$ cat config.mk
export PLATFORM = sky130hd
export DESIGN_NAME = slcd_bus_if
export DESIGN_NICKNAME = d
export VERILOG_FILES = /design/src/rtl/slcd_pkg.sv /design/src/rtl/slcd_phase_timer.sv /design/src/rtl/slcd_beat_packer.sv /design/src/rtl/slcd_xfer_fsm.sv /design/src/rtl/slcd_bus_if.sv
export SDC_FILE = /design/constraint.sdc
export NUM_CORES = 1
export LEC_CHECK = 0
export ABC_AREA = 1
export BUFFER_PORTS_ARGS = -buffer_cell sky130_fd_sc_hd__buf_4
export CAP_MARGIN = 15
export CORE_UTILIZATION = 50
export CTS_BUF_LIST = sky130_fd_sc_hd__clkbuf_4 sky130_fd_sc_hd__clkbuf_8
export CTS_CLUSTER_DIAMETER = 150
export DETAILED_ROUTE_END_ITERATION = 12
export GPL_TIMING_DRIVEN = 0
export HOLD_SLACK_MARGIN = 0.02
export PLACE_DENSITY = 0.79
export SYNTH_ARGS = -nofsm -noshare
export SYNTH_HDL_FRONTEND = slang
export SYNTH_HIERARCHICAL = 1
export SYNTH_SLANG_ARGS = --single-unit
$ cat constraint.sdc
create_clock -name clk_i -period 4.2 [get_ports clk_i]
set_clock_uncertainty 0.15 [all_clocks]
set_input_delay 1.05 -clock clk_i [delete_from_list [all_inputs] [get_ports clk_i]]
set_output_delay 1.05 -clock clk_i [all_outputs]
set_load 0.05 [all_outputs]
$ cat src/rtl/slcd_pkg.sv
package slcd_pkg;
  typedef enum logic [1:0] {
    ST_IDLE  = 2'd0,
    ST_SETUP = 2'd1,
    ST_ACT   = 2'd2,
    ST_HOLD  = 2'd3
  } slcd_state_e;

  // beats per transfer: register writes are one byte
  function automatic int unsigned beats_for(input logic is_reg, input logic fmt888,
                                            input int unsigned pix_w, input int unsigned dw);
    if (is_reg) return 1;
    return fmt888 ? (pix_w / dw) : (16 / dw);
  endfunction
endpackage

$ cat src/rtl/slcd_phase_timer.sv
module slcd_phase_timer #(
  parameter int unsigned CNT_W = 4
) (
  input  logic             clk_i,
  input  logic             rst_ni,
  input  logic             clr_i,
  input  logic             en_i,
  input  logic [CNT_W-1:0] lim_i,
  output logic             done_o
);
  logic [CNT_W-1:0] cnt_q;

  always_ff @(posedge clk_i or negedge rst_ni) begin
    if (!rst_ni)             cnt_q <= '0;
    else if (clr_i || !en_i) cnt_q <= '0;
    else                     cnt_q <= cnt_q + 1'b1;
  end

  assign done_o = (cnt_q == lim_i);


  phase_window_chk: assert property (@(posedge clk_i) disable iff (!rst_ni)
    en_i |-> (cnt_q <= lim_i));
endmodule

$ cat src/rtl/slcd_beat_packer.sv
module slcd_beat_packer #(
  parameter int unsigned PIX_W = 24,
  parameter int unsigned DW    = 8,
  parameter int unsigned IDX_W = 2
) (
  input  logic [PIX_W-1:0] pix_i,
  input  logic             fmt888_i,
  input  logic [IDX_W-1:0] idx_i,
  output logic [DW-1:0]    byte_o
);
  localparam int unsigned NB_MAX = PIX_W / DW;
  localparam int unsigned NB_565 = 16 / DW;
  localparam int unsigned SKIP   = NB_MAX - NB_565;

  logic [DW-1:0]  lanes [NB_MAX];
  logic [IDX_W:0] sel;

  // lane 0 is the most significant byte
  for (genvar g = 0; g < NB_MAX; g++) begin : g_lane
    assign lanes[g] = pix_i[PIX_W-1-g*DW -: DW];
  end

  assign sel = {1'b0, idx_i} + (fmt888_i ? '0 : (IDX_W+1)'(SKIP));

  always_comb begin
    byte_o = '0;
    for (int i = 0; i < NB_MAX; i++)
      if (sel == (IDX_W+1)'(i)) byte_o = lanes[i];
  end
endmodule

$ cat src/rtl/slcd_xfer_fsm.sv
module slcd_xfer_fsm
  import slcd_pkg::*;
#(
  parameter int unsigned PIX_W = 24,
  parameter int unsigned DW    = 8,
  parameter int unsigned CNT_W = 4,
  parameter int unsigned IDX_W = 2
) (
  input  logic             clk_i,
  input  logic             rst_ni,
  input  logic             cfg_style_i,
  input  logic             cfg_fmt888_i,
  input  logic [CNT_W-1:0] cfg_low_i,
  input  logic [CNT_W-1:0] cfg_high_i,
  input  logic             pix_valid_i,
  input  logic [PIX_W-1:0] pix_data_i,
  input  logic             reg_wr_i,
  input  logic             reg_is_data_i,
  input  logic [DW-1:0]    reg_data_i,
  input  logic             tmr_done_i,
  output logic             tmr_clr_o,
  output logic             tmr_en_o,
  output logic [CNT_W-1:0] tmr_lim_o,
  output logic             idle_o,
  output logic             cs_act_o,
  output logic             strobe_act_o,
  output logic             rs_o,
  output logic             style_o,
  output logic             fmt888_o,
  output logic [PIX_W-1:0] pix_o,
  output logic [IDX_W-1:0] idx_o
);
  slcd_state_e      st_q, st_d;
  logic             take_reg, take_pix;
  logic [IDX_W-1:0] idx_q, nb_q;
  logic             last_q, rs_q, style_q, fmt_q;
  logic [CNT_W-1:0] low_q, high_q;
  logic [PIX_W-1:0] pix_q;

  assign idle_o   = (st_q == ST_IDLE);
  assign take_reg = idle_o && reg_wr_i;
  assign take_pix = idle_o && pix_valid_i && !reg_wr_i;

  always_comb begin
    st_d = st_q;
    unique case (st_q)
      ST_IDLE:  if (take_reg || take_pix) st_d = ST_SETUP;
      ST_SETUP: st_d = ST_ACT;
      ST_ACT:   if (tmr_done_i) st_d = ST_HOLD;
      ST_HOLD:  if (tmr_done_i) st_d = last_q ? ST_IDLE : ST_ACT;
      default:  st_d = ST_IDLE;
    endcase
  end

  always_ff @(posedge clk_i or negedge rst_ni) begin
    if (!rst_ni) begin
      st_q    <= ST_IDLE;
      idx_q   <= '0;
      nb_q    <= '0;
      last_q  <= 1'b0;
      rs_q    <= 1'b0;
      style_q <= 1'b0;
      fmt_q   <= 1'b0;
      low_q   <= '0;
      high_q  <= '0;
      pix_q   <= '0;
    end else begin
      st_q <= st_d;
      if (take_reg || take_pix) begin
        idx_q   <= '0;
        last_q  <= 1'b0;
        style_q <= cfg_style_i;
        low_q   <= cfg_low_i;
        high_q  <= cfg_high_i;
      end
      if (take_reg) begin
        // reg byte rides in the top lane of a three-beat frame cut to one beat
        pix_q <= {reg_data_i, {(PIX_W-DW){1'b0}}};
        fmt_q <= 1'b1;
        nb_q  <= IDX_W'(beats_for(1'b1, 1'b1, PIX_W, DW));
        rs_q  <= reg_is_data_i;
      end else if (take_pix) begin
        pix_q <= pix_data_i;
        fmt_q <= cfg_fmt888_i;
        nb_q  <= IDX_W'(beats_for(1'b0, cfg_fmt888_i, PIX_W, DW));
        rs_q  <= 1'b1;
      end
      // advance data at strobe release so it is settled before the next strobe
      if (st_q == ST_ACT && tmr_done_i) begin
        last_q <= (idx_q == nb_q - 1'b1);
        if (idx_q != nb_q - 1'b1) idx_q <= idx_q + 1'b1;
      end
    end
  end

  assign tmr_clr_o    = (st_d != st_q);
  assign tmr_en_o     = !idle_o;
  assign tmr_lim_o    = (st_q == ST_ACT) ? low_q : (st_q == ST_HOLD) ? high_q : '0;
  assign cs_act_o     = !idle_o;
  assign strobe_act_o = (st_q == ST_ACT);
  assign rs_o         = rs_q;
  assign style_o      = style_q;
  assign fmt888_o     = fmt_q;
  assign pix_o        = pix_q;
  assign idx_o        = idx_q;


  rs_stable_chk: assert property (@(posedge clk_i) disable iff (!rst_ni)
    cs_act_o && $past(cs_act_o) |-> $stable(rs_o));

  data_stable_chk: assert property (@(posedge clk_i) disable iff (!rst_ni)
    strobe_act_o && $past(strobe_act_o) |-> $stable(idx_q) && $stable(pix_q));

  cs_lead_chk: assert property (@(posedge clk_i) disable iff (!rst_ni)
    $rose(strobe_act_o) |-> $past(cs_act_o));

  cs_release_chk: assert property (@(posedge clk_i) disable iff (!rst_ni)
    $fell(cs_act_o) |-> $past(last_q) && $past(st_q == ST_HOLD));

  cfg_frozen_chk: assert property (@(posedge clk_i) disable iff (!rst_ni)
    cs_act_o && $past(cs_act_o) |-> $stable(low_q) && $stable(high_q) && $stable(style_q));
endmodule

$ cat src/rtl/slcd_bus_if.sv
module slcd_bus_if #(
  parameter int unsigned PIX_W = 24,
  parameter int unsigned DW    = 8,
  parameter int unsigned CNT_W = 4
) (
  input  logic             clk_i,
  input  logic             rst_ni,
  input  logic             cfg_style_i,
  input  logic             cfg_fmt888_i,
  input  logic [CNT_W-1:0] cfg_low_i,
  input  logic [CNT_W-1:0] cfg_high_i,
  input  logic             pix_valid_i,
  input  logic [PIX_W-1:0] pix_data_i,
  output logic             pix_ready_o,
  input  logic             reg_wr_i,
  input  logic             reg_is_data_i,
  input  logic [DW-1:0]    reg_data_i,
  output logic             reg_ready_o,
  output logic             lcd_cs_no,
  output logic             lcd_rs_o,
  output logic             lcd_wstb_rw_o,
  output logic             lcd_rstb_en_o,
  output logic [DW-1:0]    lcd_d_o
);
  localparam int unsigned IDX_W = $clog2(PIX_W / DW + 1);

  logic             tmr_done, tmr_clr, tmr_en;
  logic [CNT_W-1:0] tmr_lim;
  logic             idle, cs_act, strobe_act, rs, style, fmt888;
  logic [PIX_W-1:0] pix;
  logic [IDX_W-1:0] idx;

  slcd_xfer_fsm #(.PIX_W(PIX_W), .DW(DW), .CNT_W(CNT_W), .IDX_W(IDX_W)) fsm_i (
    .clk_i, .rst_ni, .cfg_style_i, .cfg_fmt888_i, .cfg_low_i, .cfg_high_i,
    .pix_valid_i, .pix_data_i, .reg_wr_i, .reg_is_data_i, .reg_data_i,
    .tmr_done_i(tmr_done), .tmr_clr_o(tmr_clr), .tmr_en_o(tmr_en), .tmr_lim_o(tmr_lim),
    .idle_o(idle), .cs_act_o(cs_act), .strobe_act_o(strobe_act), .rs_o(rs),
    .style_o(style), .fmt888_o(fmt888), .pix_o(pix), .idx_o(idx)
  );

  slcd_phase_timer #(.CNT_W(CNT_W)) tmr_i (
    .clk_i, .rst_ni, .clr_i(tmr_clr), .en_i(tmr_en), .lim_i(tmr_lim), .done_o(tmr_done)
  );

  slcd_beat_packer #(.PIX_W(PIX_W), .DW(DW), .IDX_W(IDX_W)) pack_i (
    .pix_i(pix), .fmt888_i(fmt888), .idx_i(idx), .byte_o(lcd_d_o)
  );

  assign pix_ready_o   = idle && !reg_wr_i;
  assign reg_ready_o   = idle;
  assign lcd_cs_no     = !cs_act;
  assign lcd_rs_o      = rs;
  // style 0: active-low write strobe; style 1: R/W held at write
  assign lcd_wstb_rw_o = style ? 1'b0 : !strobe_act;
  // style 0: read strobe parked high; style 1: active-high enable
  assign lcd_rstb_en_o = style ? strobe_act : 1'b1;


  ready_idle_chk: assert property (@(posedge clk_i) disable iff (!rst_ni)
    pix_ready_o |-> lcd_cs_no);

  rstb_parked_chk: assert property (@(posedge clk_i) disable iff (!rst_ni)
    !style && !lcd_cs_no |-> lcd_rstb_en_o);

  rw_write_chk: assert property (@(posedge clk_i) disable iff (!rst_ni)
    style && !lcd_cs_no |-> !lcd_wstb_rw_o);

  reg_first_chk: assert property (@(posedge clk_i) disable iff (!rst_ni)
    reg_wr_i |-> !pix_ready_o);
endmodule

Word-level counts from Yosys, hierarchy flattened --
Index checks and enable logic that the tools add are counted.
Storage, ports and cells: register bits after elaboration 46, word-level logic and storage cells 65, output and inout bits 14
Cells by class: reduce and logical (&&, ||, !) cells 13, muxes and demuxes 28, equal/unequal tests 9, add/sub/neg operators 4
Operators with widths (number):
- $mux 24 | 2
- $mux 8 | 3
- $mux 2 | 9
- $mux 4 | 3
- $mux 1 | 10
- $pmux 2 s4 | 1
- $logic_and 1x1->1 | 5
- $add 4x1->4 const B | 1
- $eq 2x2->1 const B | 2
- $eq 4x4->1 | 1
- $ne 2x2->1 | 2
- $reduce_bool 2->1 | 2
- $add 2x3->3 | 1
- $eq 3x1->1 const B | 1
- $eq 3x2->1 const B | 1
- $logic_not 3->1 | 1
- $add 2x1->2 const B | 1
- $eq 2x1->1 const B | 1
- $eq 2x2->1 | 1
- $logic_not 1->1 | 2
- $logic_not 2->1 | 1
- $logic_or 1x1->1 | 2
- $sub 2x1->2 const B | 1

Longest topological paths before layout --
word-level depth 9, mapped depth 15, depth with buffers taken out 15

By module --
Netlist, hierarchy kept.
Modules (own cells, without submodules):
- slcd_xfer_fsm | times used 1, cells an instance 215, area each 1800.5 um^2, sequential area each 1026.0 um^2
- slcd_beat_packer | times used 1, cells an instance 42, area each 259.0 um^2, sequential area each 0.0 um^2
- slcd_phase_timer | times used 1, cells an instance 34, area each 250.2 um^2, sequential area each 100.1 um^2
- slcd_bus_if | times used 1, cells an instance 6, area each 25.0 um^2, sequential area each 0.0 um^2

Worst setup path before layout --
Ideal clock, no wire load.
kind reg-to-output, start point reg fsm_i.idx_q[0], in the netlist fsm_i/idx_o[0], end point out lcd_d_o[0], arrival time 1640 ps, slack 1360 ps, required time 3000 ps, stages on the path, launching flop included 7, cell sequence dfrtp_1 > ha_1 > ha_1 > buf_4 > nor2_4 > nand3_1 > nand3_1
Between the ends: word-level cells in the longest chain between the ends 5, elaborated cells between the ends (all ways) 7, classes of those cells 1 x add/sub; 2 x eq/ne; 3 x mux; 1 x reduce/logical
RTL lines:
- start: declaration | line slcd_xfer_fsm.sv:35 | logic [IDX_W-1:0] idx_q, nb_q;
- start signal: assignment | line slcd_xfer_fsm.sv:91 | if (idx_q != nb_q - 1'b1) idx_q <= idx_q + 1'b1;
- $add 2x3->3 * | line slcd_beat_packer.sv:23 | assign sel = {1'b0, idx_i} + (fmt888_i ? '0 : (IDX_W+1)'(SKIP));
- $logic_not 3->1 | line slcd_beat_packer.sv:28 | if (sel == (IDX_W+1)'(i)) byte_o = lanes[i];
- $mux 8 (2 in a row) | line slcd_beat_packer.sv:28
- $mux 8 * | line slcd_beat_packer.sv:28
- end: declaration | line slcd_bus_if.sv:23 | output logic [DW-1:0] lcd_d_o
Mark *: on every way between the ends. The rest lies on a longest branch, timed or not.

Worst setup path in the final report --
Ends and elaborated chain as after synthesis.

==> out/qor.yml <==
worstPathArrival_ns: 2.01
hp-class: "reg -> reg"
max-clock-path-buffers: 2
start_kind: "flop"
slew_viol_final: 0
clock-sinks: 45
fin_setup_tns_ns: 0
synthToLayoutAreaGrowth_pct: 27.2
clkLatencyLatePin_ns: 0.30
synthesis.nets: 347
postCtsHoldBufs: 0
worstPathRequired_ns: 3.00
drive_gt1_share_pct: 25.8
fin_crit_sh_pct: 76.4
core_area_um2: 4410
worstMarginPinSlew_ns: 0.570
final_cell_mix: "112 x nand2_1, 62 x buf_4, 45 x dfrtp_1, 37 x nand3_1, 31 x inv_1"
p_per_area_nw_per_um2: 275
max-slew-margin-rel_pct: 62.0
grt_pass1_vias: 1921
port_buffers: 60
gr-total-overflow: 0
rsz0062_at_grt: "no"
cts_setup_buffers: 0
rows: 24
cts_root_buffer: "clkbuf_8"
grt_pass1_wl_um: 8850
dieArea_um2: 4950
cts_buffers: 5
viasPerCell: 5.05
num_io_pins: 61
gp_congestion: 0.798
start_util_pct: 52.9
seq_area_frac_synth_pct: 48.2
final_common_cell: "nand2_1"
synth.area.top_cells: "dfrtp_1 48%, nand2_1 18%, nand3_1 7.9%"
syn_area_um2: 2330
reg2reg_setup_slack_ns: 2.04
status: "complete, no violations"
fillers: 397
die_h_um: 70.3
post_cts_resized: 0
yosysUniqueCellTypes: 24
routed_wl_um: 5160
dr.pass1.iters: 4
cts_tree: "built"
worstSetupEndpointType: "output port"
die_x_um: 70.3
final_nets: 414
p_leak_uw: 0.00165
stdcell_area_um2: 2970
syn_inst: 297
path_max_fanout: 10
timing.fmax_mhz: 311
criticalPathCategory: "reg -> out"
ys_ff_latch: 45
wl_per_cell_um: 12.4
drt_iter0_drc: 143
yosys_warnings: 6
h-tree-depth: 2
antenna_found_initial: 0
antenna_cells: 0
syn_area_per_cell_um2: 7.86
ir_drop_mv: 0.147
grt_use_total_pct: 23.0
hold_violations: 0
ant_nets: 0
drc_errors: 0
finalSetupViolations: 0
vias: 2104
cap_viol_max_count: 0
dpl_cell_area_um2: 2850
clk_pin_slew_ns: 0.08
grt_max_degree: 46
synth_top_area_cell: "dfrtp_1"
dp_hpwl_um: 3900
min_period_ns: 3.21
synth_top_area_share_pct: 48.2
area by class of cell:
class	count	area (um2)	area share [%]
sequential	45	1130	37.9
clock buffer	6	82.6	2.78
timing repair buffer	60	450	15.2
multi-input combinational	205	971	32.7
buffer	10	98.8	3.33
tap	52	65.1	2.19
clock inverter	2	37.5	1.26
inverter	37	139	4.68
synthesized netlist by cell type:
cell / instances
nor2_4: 4
inv_1: 31
nand4_1: 8
nand3_1: 37
o21ai_0: 11
xor2_1: 1
nor2_2: 1
xnor2_1: 3
o21ai_1: 1
clkinv_1: 1
dfrtp_1: 45
o22a_2: 1
o21ai_2: 1
o22ai_1: 4
a21oi_1: 2
ha_1: 3
nand2_1: 112
buf_4: 2
nand2_2: 2
nor2_1: 12
buf_2: 1
nand3_2: 2
inv_2: 5
buf_6: 7
through the flow:
stage	util [%]	worst slack (ns)	total power, uW	std cells	hold slack, ns
final	67.3	0.990	817	417	0.297
after CTS	67.3	1.02	827	417	0.297
after detailed placement	64.6	1.36	484	409	0.285
after global placement	64.6	1.37	484	409	0.282
after global routing	67.3	0.876	846	417	0.328
after floorplan	-	1.36	442	297	0.274
per-layer routing:
layer  track usage, %  vias up  routed length, um
li1                 -     1067                  -
met1             33.3      969               2430
met2             34.2       61               2390
met3             5.34        7                273
met4             7.33        0                 63
met5                0        -                  0
sequential cells by signal, indices dropped and copies added (netlist names), 2 cells and up:
register,flops
fsm_i/pix_o,24
fsm_i/high_q,4
fsm_i/low_q,4
tmr_i/cnt_q,4
fsm_i/idx_o,2
fsm_i/st_q,2
final timing paths:
check	to	startpoint	cells after the start
max	lcd_d_o[0]	fsm_i/idx_o[0]	7
min	fsm_i/st_q[1]	fsm_i/last_q	1
max reg2reg	fsm_i/idx_o[0]	fsm_i/st_q[0]	11
min reg2reg	fsm_i/st_q[1]	fsm_i/last_q	1
max in group asynchronous	fsm_i/pix_o[10]	rst_ni	1
min in group asynchronous	fsm_i/low_q[0]	rst_ni	1
where the power goes:
| group | switching (uW) | internal (uW) |
|---|---|---|
| combinational | 15.0 | 26.6 |
| sequential | 0 | 433 |
| clock | 149 | 193 |
| total | 164 | 653 |
worst max-delay path, cell delays in order, from the launching register on:
cell and delay [ns]:
dfrtp_1 0.46, ha_1 0.22, ha_1 0.28, buf_4 0.18
inv_2 0.13, nand4_1 0.14, nand3_1 0.10, buf_4 0.20
cells by family (layout without fill, tap and decap cells):
kind of cell	after synthesis	count (layout)	synth area share, %
XOR/XNOR	4	4	1.50
AND/OR/NAND/NOR	178	178	33.6
adder cells (fa/ha/maj)	3	3	1.61
AO/OA/AOI/OAI	20	20	4.88
buffers and inverters	47	115	10.2
flip-flops	45	45	48.2
Note: power is estimated with default switching activity, not from simulation.
